<file path="src/rtl/rs_pkg.sv">
package rs_pkg;

  // What a source field does at the next edge.
  typedef enum logic [1:0] {
    SRC_KEEP = 2'd0,
    SRC_DISP = 2'd1,
    SRC_BUS  = 2'd2
  } src_act_e;

  // Dispatch loads the slot; a same-cycle bus hit overrides the dispatched
  // value. An occupied waiting source takes the bus value on a tag hit.
  function automatic src_act_e src_action(input logic alloc,
                                          input logic in_hit,
                                          input logic held_hit);
    if (alloc) return in_hit ? SRC_BUS : SRC_DISP;
    return held_hit ? SRC_BUS : SRC_KEEP;
  endfunction

endpackage

</file>
<file path="src/rtl/rs_slot.sv">
module rs_slot
  import rs_pkg::*;
#(
  parameter int DW = 32,
  parameter int TW = 4,
  parameter int OW = 4,
  parameter int AW = 3
) (
  input  logic                clk,
  input  logic                rst_n,
  input  logic                flush,
  input  logic                alloc,
  input  logic [AW-1:0]       alloc_age,
  input  logic [OW-1:0]       in_op,
  input  logic [TW-1:0]       in_dtag,
  input  logic [1:0][TW-1:0]  in_tag,
  input  logic [1:0][DW-1:0]  in_val,
  input  logic                bus_vld,
  input  logic [TW-1:0]       bus_tag,
  input  logic [DW-1:0]       bus_val,
  input  logic                grant,
  input  logic                free_fire,
  input  logic [AW-1:0]       free_age,
  output logic                valid,
  output logic                ready,
  output logic [AW-1:0]       age,
  output logic [OW-1:0]       op,
  output logic [TW-1:0]       dtag,
  output logic [DW-1:0]       opa,
  output logic [DW-1:0]       opb,
  output logic [1:0]          woke
);

  logic          valid_q;
  logic [AW-1:0] age_q;
  logic [OW-1:0] op_q;
  logic [TW-1:0] dtag_q;
  logic [TW-1:0] tag_w [2];
  logic [DW-1:0] val_w [2];

  for (genvar s = 0; s < 2; s++) begin : g_src
    logic [TW-1:0] t_q;
    logic [DW-1:0] v_q;
    logic          in_hit;
    logic          held_hit;
    src_act_e      act;

    assign in_hit   = bus_vld && (in_tag[s] != '0) && (bus_tag == in_tag[s]);
    assign held_hit = valid_q && bus_vld && (t_q != '0) && (bus_tag == t_q);
    assign act      = src_action(alloc, in_hit, held_hit);
    assign woke[s]  = (act == SRC_BUS);

    always_ff @(posedge clk or negedge rst_n) begin
      if (!rst_n) begin
        t_q <= '0;
        v_q <= '0;
      end else begin
        case (act)
          SRC_DISP: begin
            t_q <= in_tag[s];
            v_q <= in_val[s];
          end
          SRC_BUS: begin
            t_q <= '0;
            v_q <= bus_val;
          end
          default: ;
        endcase
      end
    end

    assign tag_w[s] = t_q;
    assign val_w[s] = v_q;
  end

  always_ff @(posedge clk or negedge rst_n) begin
    if (!rst_n) begin
      valid_q <= 1'b0;
      age_q   <= '0;
      op_q    <= '0;
      dtag_q  <= '0;
    end else if (flush) begin
      valid_q <= 1'b0;
    end else if (alloc) begin
      valid_q <= 1'b1;
      age_q   <= alloc_age;
      op_q    <= in_op;
      dtag_q  <= in_dtag;
    end else if (grant) begin
      valid_q <= 1'b0;
    end else if (valid_q && free_fire && (age_q > free_age)) begin
      age_q <= age_q - AW'(1);
    end
  end

  assign valid = valid_q;
  assign ready = valid_q && (tag_w[0] == '0) && (tag_w[1] == '0);
  assign age   = age_q;
  assign op    = op_q;
  assign dtag  = dtag_q;
  assign opa   = val_w[0];
  assign opb   = val_w[1];

endmodule

</file>
<file path="src/rtl/rs_pick.sv">
module rs_pick #(
  parameter int N  = 8,
  parameter int AW = 3
) (
  input  logic [N-1:0]    ready,
  input  logic [N*AW-1:0] ages,
  output logic [N-1:0]    grant
);

  localparam int IW = $clog2(N);

  logic          found;
  logic [AW-1:0] best_age;
  logic [IW-1:0] best_idx;

  always_comb begin
    grant    = '0;
    found    = 1'b0;
    best_age = '0;
    best_idx = '0;
    for (int i = 0; i < N; i++) begin
      if (ready[i] && (!found || (ages[i*AW +: AW] < best_age))) begin
        found    = 1'b1;
        best_age = ages[i*AW +: AW];
        best_idx = IW'(i);
      end
    end
    if (found) grant[best_idx] = 1'b1;
  end

endmodule

</file>
<file path="src/rtl/rs_pool.sv">
module rs_pool #(
  parameter int ENTRIES = 8,
  parameter int DATA_W  = 32,
  parameter int TAG_W   = 4,
  parameter int OP_W    = 4
) (
  input  logic              clk,
  input  logic              rst_n,
  input  logic              flush,
  input  logic              disp_vld,
  input  logic [OP_W-1:0]   disp_op,
  input  logic [TAG_W-1:0]  disp_dtag,
  input  logic [TAG_W-1:0]  disp_tag1,
  input  logic [DATA_W-1:0] disp_val1,
  input  logic [TAG_W-1:0]  disp_tag2,
  input  logic [DATA_W-1:0] disp_val2,
  output logic              full,
  input  logic              bus_vld,
  input  logic [TAG_W-1:0]  bus_tag,
  input  logic [DATA_W-1:0] bus_val,
  output logic              iss_vld,
  output logic [OP_W-1:0]   iss_op,
  output logic [TAG_W-1:0]  iss_dtag,
  output logic [DATA_W-1:0] iss_opa,
  output logic [DATA_W-1:0] iss_opb
);

  localparam int AGE_W = $clog2(ENTRIES);

  // Named internal events, also used by the bound checker.
  logic [ENTRIES-1:0]       valid_vec;
  logic [ENTRIES-1:0]       ready_vec;
  logic [ENTRIES-1:0]       grant_vec;
  logic [ENTRIES-1:0]       alloc_vec;
  logic [2*ENTRIES-1:0]     wake_vec;
  logic [ENTRIES*AGE_W-1:0] age_flat;

  logic [OP_W-1:0]   e_op   [ENTRIES];
  logic [TAG_W-1:0]  e_dtag [ENTRIES];
  logic [DATA_W-1:0] e_opa  [ENTRIES];
  logic [DATA_W-1:0] e_opb  [ENTRIES];
  logic [AGE_W-1:0]  e_age  [ENTRIES];

  logic              alloc_ok;
  logic [AGE_W-1:0]  alloc_age;
  logic [AGE_W-1:0]  free_age;

  // One-hot mask of the lowest-numbered empty slot.
  function automatic logic [ENTRIES-1:0] lowest_free(input logic [ENTRIES-1:0] v);
    logic [ENTRIES-1:0] m;
    m = '0;
    for (int i = ENTRIES - 1; i >= 0; i--) begin
      if (!v[i]) begin
        m    = '0;
        m[i] = 1'b1;
      end
    end
    return m;
  endfunction

  // Slots that stay occupied past this edge; a newcomer ranks after them.
  function automatic logic [AGE_W-1:0] live_count(input logic [ENTRIES-1:0] v,
                                                 input logic [ENTRIES-1:0] g);
    logic [AGE_W-1:0] n;
    n = '0;
    for (int i = 0; i < ENTRIES; i++) n = n + AGE_W'(v[i] & ~g[i]);
    return n;
  endfunction

  assign full      = &valid_vec;
  assign alloc_ok  = disp_vld && !full && !flush;
  assign alloc_vec = alloc_ok ? lowest_free(valid_vec) : '0;
  assign alloc_age = live_count(valid_vec, grant_vec);
  assign iss_vld   = |grant_vec;

  for (genvar i = 0; i < ENTRIES; i++) begin : g_slot
    rs_slot #(
      .DW(DATA_W), .TW(TAG_W), .OW(OP_W), .AW(AGE_W)
    ) u_slot (
      .clk       (clk),
      .rst_n     (rst_n),
      .flush     (flush),
      .alloc     (alloc_vec[i]),
      .alloc_age (alloc_age),
      .in_op     (disp_op),
      .in_dtag   (disp_dtag),
      .in_tag    ({disp_tag2, disp_tag1}),
      .in_val    ({disp_val2, disp_val1}),
      .bus_vld   (bus_vld),
      .bus_tag   (bus_tag),
      .bus_val   (bus_val),
      .grant     (grant_vec[i]),
      .free_fire (iss_vld),
      .free_age  (free_age),
      .valid     (valid_vec[i]),
      .ready     (ready_vec[i]),
      .age       (e_age[i]),
      .op        (e_op[i]),
      .dtag      (e_dtag[i]),
      .opa       (e_opa[i]),
      .opb       (e_opb[i]),
      .woke      (wake_vec[2*i +: 2])
    );
    assign age_flat[i*AGE_W +: AGE_W] = e_age[i];
  end

  rs_pick #(.N(ENTRIES), .AW(AGE_W)) u_pick (
    .ready (ready_vec),
    .ages  (age_flat),
    .grant (grant_vec)
  );

  always_comb begin
    iss_op   = '0;
    iss_dtag = '0;
    iss_opa  = '0;
    iss_opb  = '0;
    free_age = '0;
    for (int i = 0; i < ENTRIES; i++) begin
      if (grant_vec[i]) begin
        iss_op   = iss_op   | e_op[i];
        iss_dtag = iss_dtag | e_dtag[i];
        iss_opa  = iss_opa  | e_opa[i];
        iss_opb  = iss_opb  | e_opb[i];
        free_age = free_age | e_age[i];
      end
    end
  end

endmodule

</file>
<file path="config.mk">
export PLATFORM = sky130hd
export DESIGN_NAME = rs_pool
export DESIGN_NICKNAME = d
export VERILOG_FILES = /design/src/rtl/rs_pkg.sv /design/src/rtl/rs_slot.sv /design/src/rtl/rs_pick.sv /design/src/rtl/rs_pool.sv
export SDC_FILE = /design/constraint.sdc
export NUM_CORES = 2
export LEC_CHECK = 0
export ABC_CLOCK_PERIOD_IN_PS = 13200
export CORE_AREA = 2 2 358 360
export DETAILED_ROUTE_END_ITERATION = 6
export DIE_AREA = 0 0 360 362
export GPL_TIMING_DRIVEN = 0
export HOLD_SLACK_MARGIN = 0.06
export PLACE_DENSITY = 0.53
export RECOVER_POWER = 50
export SYNTH_ARGS = -nofsm -noshare
export SYNTH_HDL_FRONTEND = slang
export SYNTH_SLANG_ARGS = --single-unit
</file>
<file path="constraint.sdc">
create_clock -name clk -period 13.2 [get_ports clk]
set_input_delay 2.64 -clock clk [delete_from_list [all_inputs] [get_ports clk]]
set_output_delay 2.64 -clock clk [all_outputs]
set_load 0.005 [all_outputs]
</file>
# Yosys cells after proc, flatten, opt, wreduce, memory -nomap -nowiden
# Cells that the tools add are included.
# word_totals
inputBits	121
out_inout_bits	74
register_bits	672
wordCells	604
# classes
bitwise	52
muxes	212
n_lt_le_gt_ge	17
n_eq_ne	58
n_addsub	15
reduce_logical	186
# op_table
op	n
case mux 32 bit (2 select lines)	16
2-to-1 mux 32 bit	16
bitwise OR 32 bit	14
2-to-1 mux 3 bit	43
case mux 4 bit (2 select lines)	16
2-to-1 mux 2 bit	52
logical AND 1 bit	86
2-to-1 mux 8 bit	10
== test 4 bit	18
nonzero test 4 bit	18
logical NOT 4 bit	16
2-to-1 mux 4 bit	16
bitwise OR 4 bit	14
nonzero test 2 bit	24
2-to-1 mux 1 bit	42
== test 2 x 1 -> 1 bit, second input constant	16
== test 2 bit, second input constant	16
AND 1 x 3 -> 3 bit	8
> comparator 3 bit	8
NOT 1 -> 3 bit	8
AND reduction 3 bit	8
nonzero test 3 bit	8
subtractor 3 x 1 -> 3 bit, second input constant	8
adder 3 bit	7
other kinds (12)	52

# Logic depth before layout (Yosys ltp)
# logic_depth
depth_word	57
depth_mapped	72
mapped_depth_nobuf	65

# Cells and area by module
# A second synthesis with hierarchy kept.
# hier_totals
hier_cells	3992
hier_area_um2	37845.0
# by_module_without_submodules
mod	seq_area_each_um2	area_each_um2	instances	cells_each
rs_slot (g_slot[0].u_slot ...)	2102.0	4124.0	7	419
rs_slot (g_slot[7].u_slot)	2102.0	4125.2	1	420
rs_pool	0.0	3664.8	1	485
rs_pick	0.0	1187.4	1	154

# Least setup slack after synthesis
# OpenSTA, ideal clock, no wires.
# synth_timing
path_kind	register to output
start	reg g_slot[0].u_slot.g_src[1].t_q[1]
end	out iss_dtag[0]
path_slack_ns	-0.945
t_required_ns	10.560
t_arrival_ns	11.505
stages_incl_launch_ff	58
n_path_buf	7
path_cell_list	dfrtp_1 > nor4_4 > and4b_1 > buf_4 > nand2_1 > ha_1 > a211oi_1 > o31a_1 > nor2_1 > a21oi_1 > ha_1 > nand2b_1 > a211o_1 > nand2_1 > a21oi_1 > mux2_2 > ha_1 > o21ai_0 > (+22 left out) > nand2_1 > a311oi_2 > or2_1 > buf_2 > buf_2 > buf_2 > nor2_1 > a21oi_1 > ha_1 > a211o_1 > or3_1 > o311a_1 > and3_4 > and2_1 > clkbuf_1 > buf_6 > buf_6 > a221o_1
# synth_via
elab_chain_len	51
elab_cells_between_ends	73
cone_classes	order compare: 9; mux: 33; bitwise: 7; reduce/logical: 24
# synth_rtl
element	line	text
start, declared	rs_slot.sv:42	logic [TW-1:0] t_q;
start signal, assigned	rs_slot.sv:60	t_q <= in_tag[s];
logical NOT 4 bit *	rs_slot.sv:97	assign ready = valid_q && (tag_w[0] == '0) && (tag_w[1] == '0);
logical AND 1 bit *	rs_slot.sv:97	
2-to-1 mux 3 bit / 2-to-1 mux 1 bit (equally long branches)	rs_pick.sv:22	if (ready[i] && (!found || (ages[i*AW +: AW] < best_age))) begin
< comparator 3 bit / logical NOT 1 bit (equally long branches)	rs_pick.sv:22	
logical OR 1 bit	rs_pick.sv:22	
logical AND 1 bit	rs_pick.sv:22	
2-to-1 mux 3 bit / 2-to-1 mux 1 bit (equally long branches)	rs_pick.sv:22	
< comparator 3 bit / logical NOT 1 bit (equally long branches)	rs_pick.sv:22	
(+35 left out)	n/a	
bitwise OR 4 bit	rs_pool.sv:122	iss_dtag = iss_dtag | e_dtag[i];
2-to-1 mux 4 bit	rs_pool.sv:120	if (grant_vec[i]) begin
bitwise OR 4 bit	rs_pool.sv:122	
2-to-1 mux 4 bit	rs_pool.sv:120	
bitwise OR 4 bit	rs_pool.sv:122	
2-to-1 mux 4 bit	rs_pool.sv:120	
bitwise OR 4 bit	rs_pool.sv:122	
2-to-1 mux 4 bit *	rs_pool.sv:120	
end, declared	rs_pool.sv:23	output logic [TAG_W-1:0] iss_dtag,
# Every way passes the cells marked *; elsewhere a longest branch is shown, timed or not.

# Worst setup path in the final report
# layout_timing
start	reg g_slot[0].u_slot.g_src[1].t_q[2]
end	out iss_opb[23]
# layout_via
elab_chain_len	51
elab_cells_between_ends	73
cone_classes	order compare: 9; mux: 33; bitwise: 7; reduce/logical: 24
# layout_rtl
element	line	text
logical NOT 4 bit *	rs_slot.sv:97	
logical AND 1 bit *	rs_slot.sv:97	
2-to-1 mux 3 bit / 2-to-1 mux 1 bit (equally long branches)	rs_pick.sv:22	
< comparator 3 bit / logical NOT 1 bit (equally long branches)	rs_pick.sv:22	
logical OR 1 bit	rs_pick.sv:22	
logical AND 1 bit	rs_pick.sv:22	
2-to-1 mux 3 bit / 2-to-1 mux 1 bit (equally long branches)	rs_pick.sv:22	
< comparator 3 bit / logical NOT 1 bit (equally long branches)	rs_pick.sv:22	
(+35 left out)	n/a	
bitwise OR 32 bit	rs_pool.sv:124	iss_opb = iss_opb | e_opb[i];
2-to-1 mux 32 bit	rs_pool.sv:120	
bitwise OR 32 bit	rs_pool.sv:124	
2-to-1 mux 32 bit	rs_pool.sv:120	
bitwise OR 32 bit	rs_pool.sv:124	
2-to-1 mux 32 bit	rs_pool.sv:120	
bitwise OR 32 bit	rs_pool.sv:124	
2-to-1 mux 32 bit *	rs_pool.sv:120	
end, declared	rs_pool.sv:25	output logic [DATA_W-1:0] iss_opb
# Marks and branches as above.

==> results.md <==
- Status: finished, violations left
- Violated checks: max-capacitance violations, max-slew violations, negative setup slack
- WP data required: 10.56 ns
- Drt wl/cell: 27.5 um
- Setup TNS: -124.28 ns
- Non-Filler Instances: 6110
- Chip Height: 362 um
- Ys async rst share: 100%
- Via Count: 33800
- Simple-gate share of the synthesized area: 13.0%
- Worst-skew pair later-pin latency: 0.69 ns
- Root Driver: clkbuf_16
- GRT Total Usage: 24.8%
- Final min period: 14.94 ns
- Core area: 127000 um^2
- CP top delay family: compound AO/OA/AOI/OAI gates
- Fmax: 66.9 MHz
- CTS clk-pin slew, worst paths: 0.06 ns
- Buffer and inverter count on the worst path: 10
- Setup WS pre-CTS: -3.66 ns
- First-pass GRT wire length: 237000 um
- Area Overhead vs Synth: 21.9%
- Pwr/cell area: 125 nW/um^2
- Post-synthesis register bit count: 672
- Setup ws final: -1.74 ns
- Maximum Capacitance Violations: 6
- Post-Synth XOR/XNOR Area: 1.53%
- Ys Warns: 0
- Worst-Margin Slew: 6.30 ns
- CTS Buf Count: 79
- ANT nets after route: 0
- Min Hold Slack: 0.467 ns
- Critical path fanouts, max: 10
- Final clock skew: 0.0538 ns
- Primary FF master, synth: dfrtp_1
- Synth Cell Area: 37700 um^2
- Die area: 130000 um^2
- Leak: 19.0 nW
- Hpwl dp: 117000 um
- Synth cell types: 79
- H-tree levels: 3
- Seq/Total Area, Yosys: 44.6%
- CP arrival: 12.30 ns
- Max Slew Vio Count: 594
- Compound-Gate Fraction of Synth Area: 17.0%
- Residual DRC count: 0
- # clock sinks: 672
- Mapped Cells: 4059
- Final Util: 36.3%
- Crit path kind: reg -> out
- Hold Fails Final Rpt: 0
- Setup-failing EPs final: 89
- Fin crit share: 113%
- Nets: 4566
- Avg Cell Area, Syn: 9.28 um^2
- Die X-Extent: 360 um
- Finished Cell Area: 45900 um^2
- DRT Pass-1 Iters: 7
- Initial Util: 29.7%
- Post-Syn Nets: 4248
- Vias/cell: 5.54
- Placer Congestion: 0.951
- # port buffers: 121
- CTS tree: done
- Layout cell share with drive strength beyond 1: 12.6%
- Critical path startpoint category: register
- Synth Area in Adders: 2.34%
- Placed Area: 41300 um^2
- Vias in the first global route: 32600
- Largest stage delay, worst path: 0.49 ns
- Final WL: 168000 um
- Pwr Total: 5.73 mW
- Total grt overflow: 0
- RSZ-0062 raised after global routing: true
- Slew margin rel.: -320%
- Most used cell, CP: ha_4
- Multiplexer share of the synthesized area: 16.8%
- Peak supply drop: 0.0992 mV
- Initial DRC Count: 3395
- Post-synth EDFFs: 0
- Min-Delay Path Class: reg -> reg
- Largest family of logic cells by synthesized area: compound AO/OA/AOI/OAI gates
- Largest net degree at the start of global routing: 113
- Initial antenna violation count: 26
- Max clock buf depth: 3
- CP max-delay cell: or4_4
- Dpl cells: 5848
- Row count: 131
- Critical Path End Type: output pin
- IO Count: 195
cells by family after synthesis:
kind of cell | after synthesis
simple gates | 1138
compound gates | 1038
flops | 672
mux | 626
buf+inv | 451
fa+ha+maj | 68
xor+xnor | 66
tightest hold or removal path, stage by stage (launching register included):
cell     delay, ns
dfrtp_1       0.34
nand2_1       0.05
nand2_1       0.05
path summary, 6_finish.rpt:
| kind | slack [ns] | cells past startpoint | end | start |
|---|---|---|---|---|
| max | -1.74 | 57 | iss_opb[23] | g_slot[0].u_slot.g_src[1].t_q[2]$_DFFE_PN0P_ |
| min | 0.47 | 2 | g_slot[4].u_slot.op[2]$_DFFE_PN0P_ | g_slot[4].u_slot.op[2]$_DFFE_PN0P_ |
| max reg2reg | -0.49 | 66 | g_slot[3].u_slot.age[1]$_DFFE_PN0P_ | g_slot[0].u_slot.g_src[1].t_q[2]$_DFFE_PN0P_ |
| min reg2reg | 0.47 | 2 | g_slot[4].u_slot.op[2]$_DFFE_PN0P_ | g_slot[4].u_slot.op[2]$_DFFE_PN0P_ |
| max in group asynchronous | 1.13 | 3 | g_slot[3].u_slot.opb[16]$_DFFE_PN0P_ | rst_n |
| min in group asynchronous | 3.69 | 1 | g_slot[0].u_slot.age[0]$_DFFE_PN0P_ | rst_n |
cell usage after synthesis, types with 12 or more instances:
cell | instances | share of area [%]
a221o_1 | 117 | 3.1
ha_1 | 64 | 2.1
inv_1 | 38 | 0.38
clkbuf_1 | 292 | 2.9
nand4_1 | 27 | 0.45
o22ai_1 | 22 | 0.37
mux2_2 | 36 | 1.1
xor2_1 | 15 | 0.35
buf_2 | 29 | 0.39
a22o_1 | 17 | 0.40
nand2b_1 | 75 | 1.2
o211ai_1 | 69 | 1.4
a21o_1 | 14 | 0.28
buf_1 | 83 | 0.83
xnor2_1 | 51 | 1.2
o21ai_0 | 658 | 8.7
a211oi_1 | 18 | 0.36
mux2i_1 | 590 | 16
nand2_1 | 841 | 8.4
a22oi_1 | 12 | 0.24
nor2_1 | 52 | 0.52
a21oi_1 | 57 | 0.76
dfrtp_1 | 672 | 45
nor3_1 | 54 | 0.72
nand3_1 | 25 | 0.33
per-layer routing:
| metal | part of all wire [%] | track usage, % | routed length [um] |
|---|---|---|---|
| met1 | 42 | 33.2 | 70800 |
| met5 | 0.054 | 0 | 91 |
| met2 | 45 | 39.0 | 76500 |
| met4 | 4.0 | 9.30 | 6700 |
| met3 | 8.4 | 5.53 | 14000 |
repair_timing:
item,4_1_cts,5_1_grt
buffers inserted,61,47
cloned,2,10
pin swaps,62,49
gates resized for setup,421,182
endpoints found under the setup margin,99,96
hold buffers,0,0
sequential cells by signal (all words and copies together) (netlist names):
register,count
g_slot.u_slot.age,24
g_slot.u_slot.dtag,32
g_slot.u_slot.g_src.t_q,64
g_slot.u_slot.op,32
g_slot.u_slot.opa,256
g_slot.u_slot.opb,256
g_slot.u_slot.valid,8
where the power goes:
| group | internal [mW] | switching (mW) | leakage, nW |
|---|---|---|---|
| clock network | 1.33 | 0.984 | 1.32 |
| registers | 2.34 | 0.194 | 8.98 |
| logic | 0.351 | 0.533 | 8.73 |
layout by cell type (no fill, tap or decap), types with 12 or more instances in the layout:
master           instances
mux2i_1                587
mux2_2                  32
a221o_1                109
inv_1                   34
buf_12                  27
a22o_1                  17
ha_1                    53
buf_6                   27
buf_1                   80
a21o_1                  12
a21oi_1                 45
a22oi_2                 12
nand3_1                 24
nand2_2                 21
nand4_1                 27
xor2_1                  15
o21ai_0                647
clkbuf_8                29
xnor2_1                 50
nor3_1                  52
clkdlybuf4s50_1         48
o22ai_1                 20
nor2_1                  41
clkbuf_16               95
dfrtp_1                670
clkbuf_2                31
buf_4                   80
nand2b_1                74
clkbuf_1               285
a211oi_1                14
buf_2                   50
o211ai_1                69
nand2_1                813
area by class of cell:
class / count / area, um^2
diodes: 11 / 27.5
plain buffers: 404 / 2110
flip-flops and latches: 672 / 16800
repair buffers: 245 / 2260
fillers: 13000 / 80800
inverters: 39 / 149
clock buffers: 120 / 2370
clock inverters: 21 / 307
multi-input cells: 2936 / 19800
well taps: 1662 / 2080
Note: power is estimated with default switching activity, not from simulation.
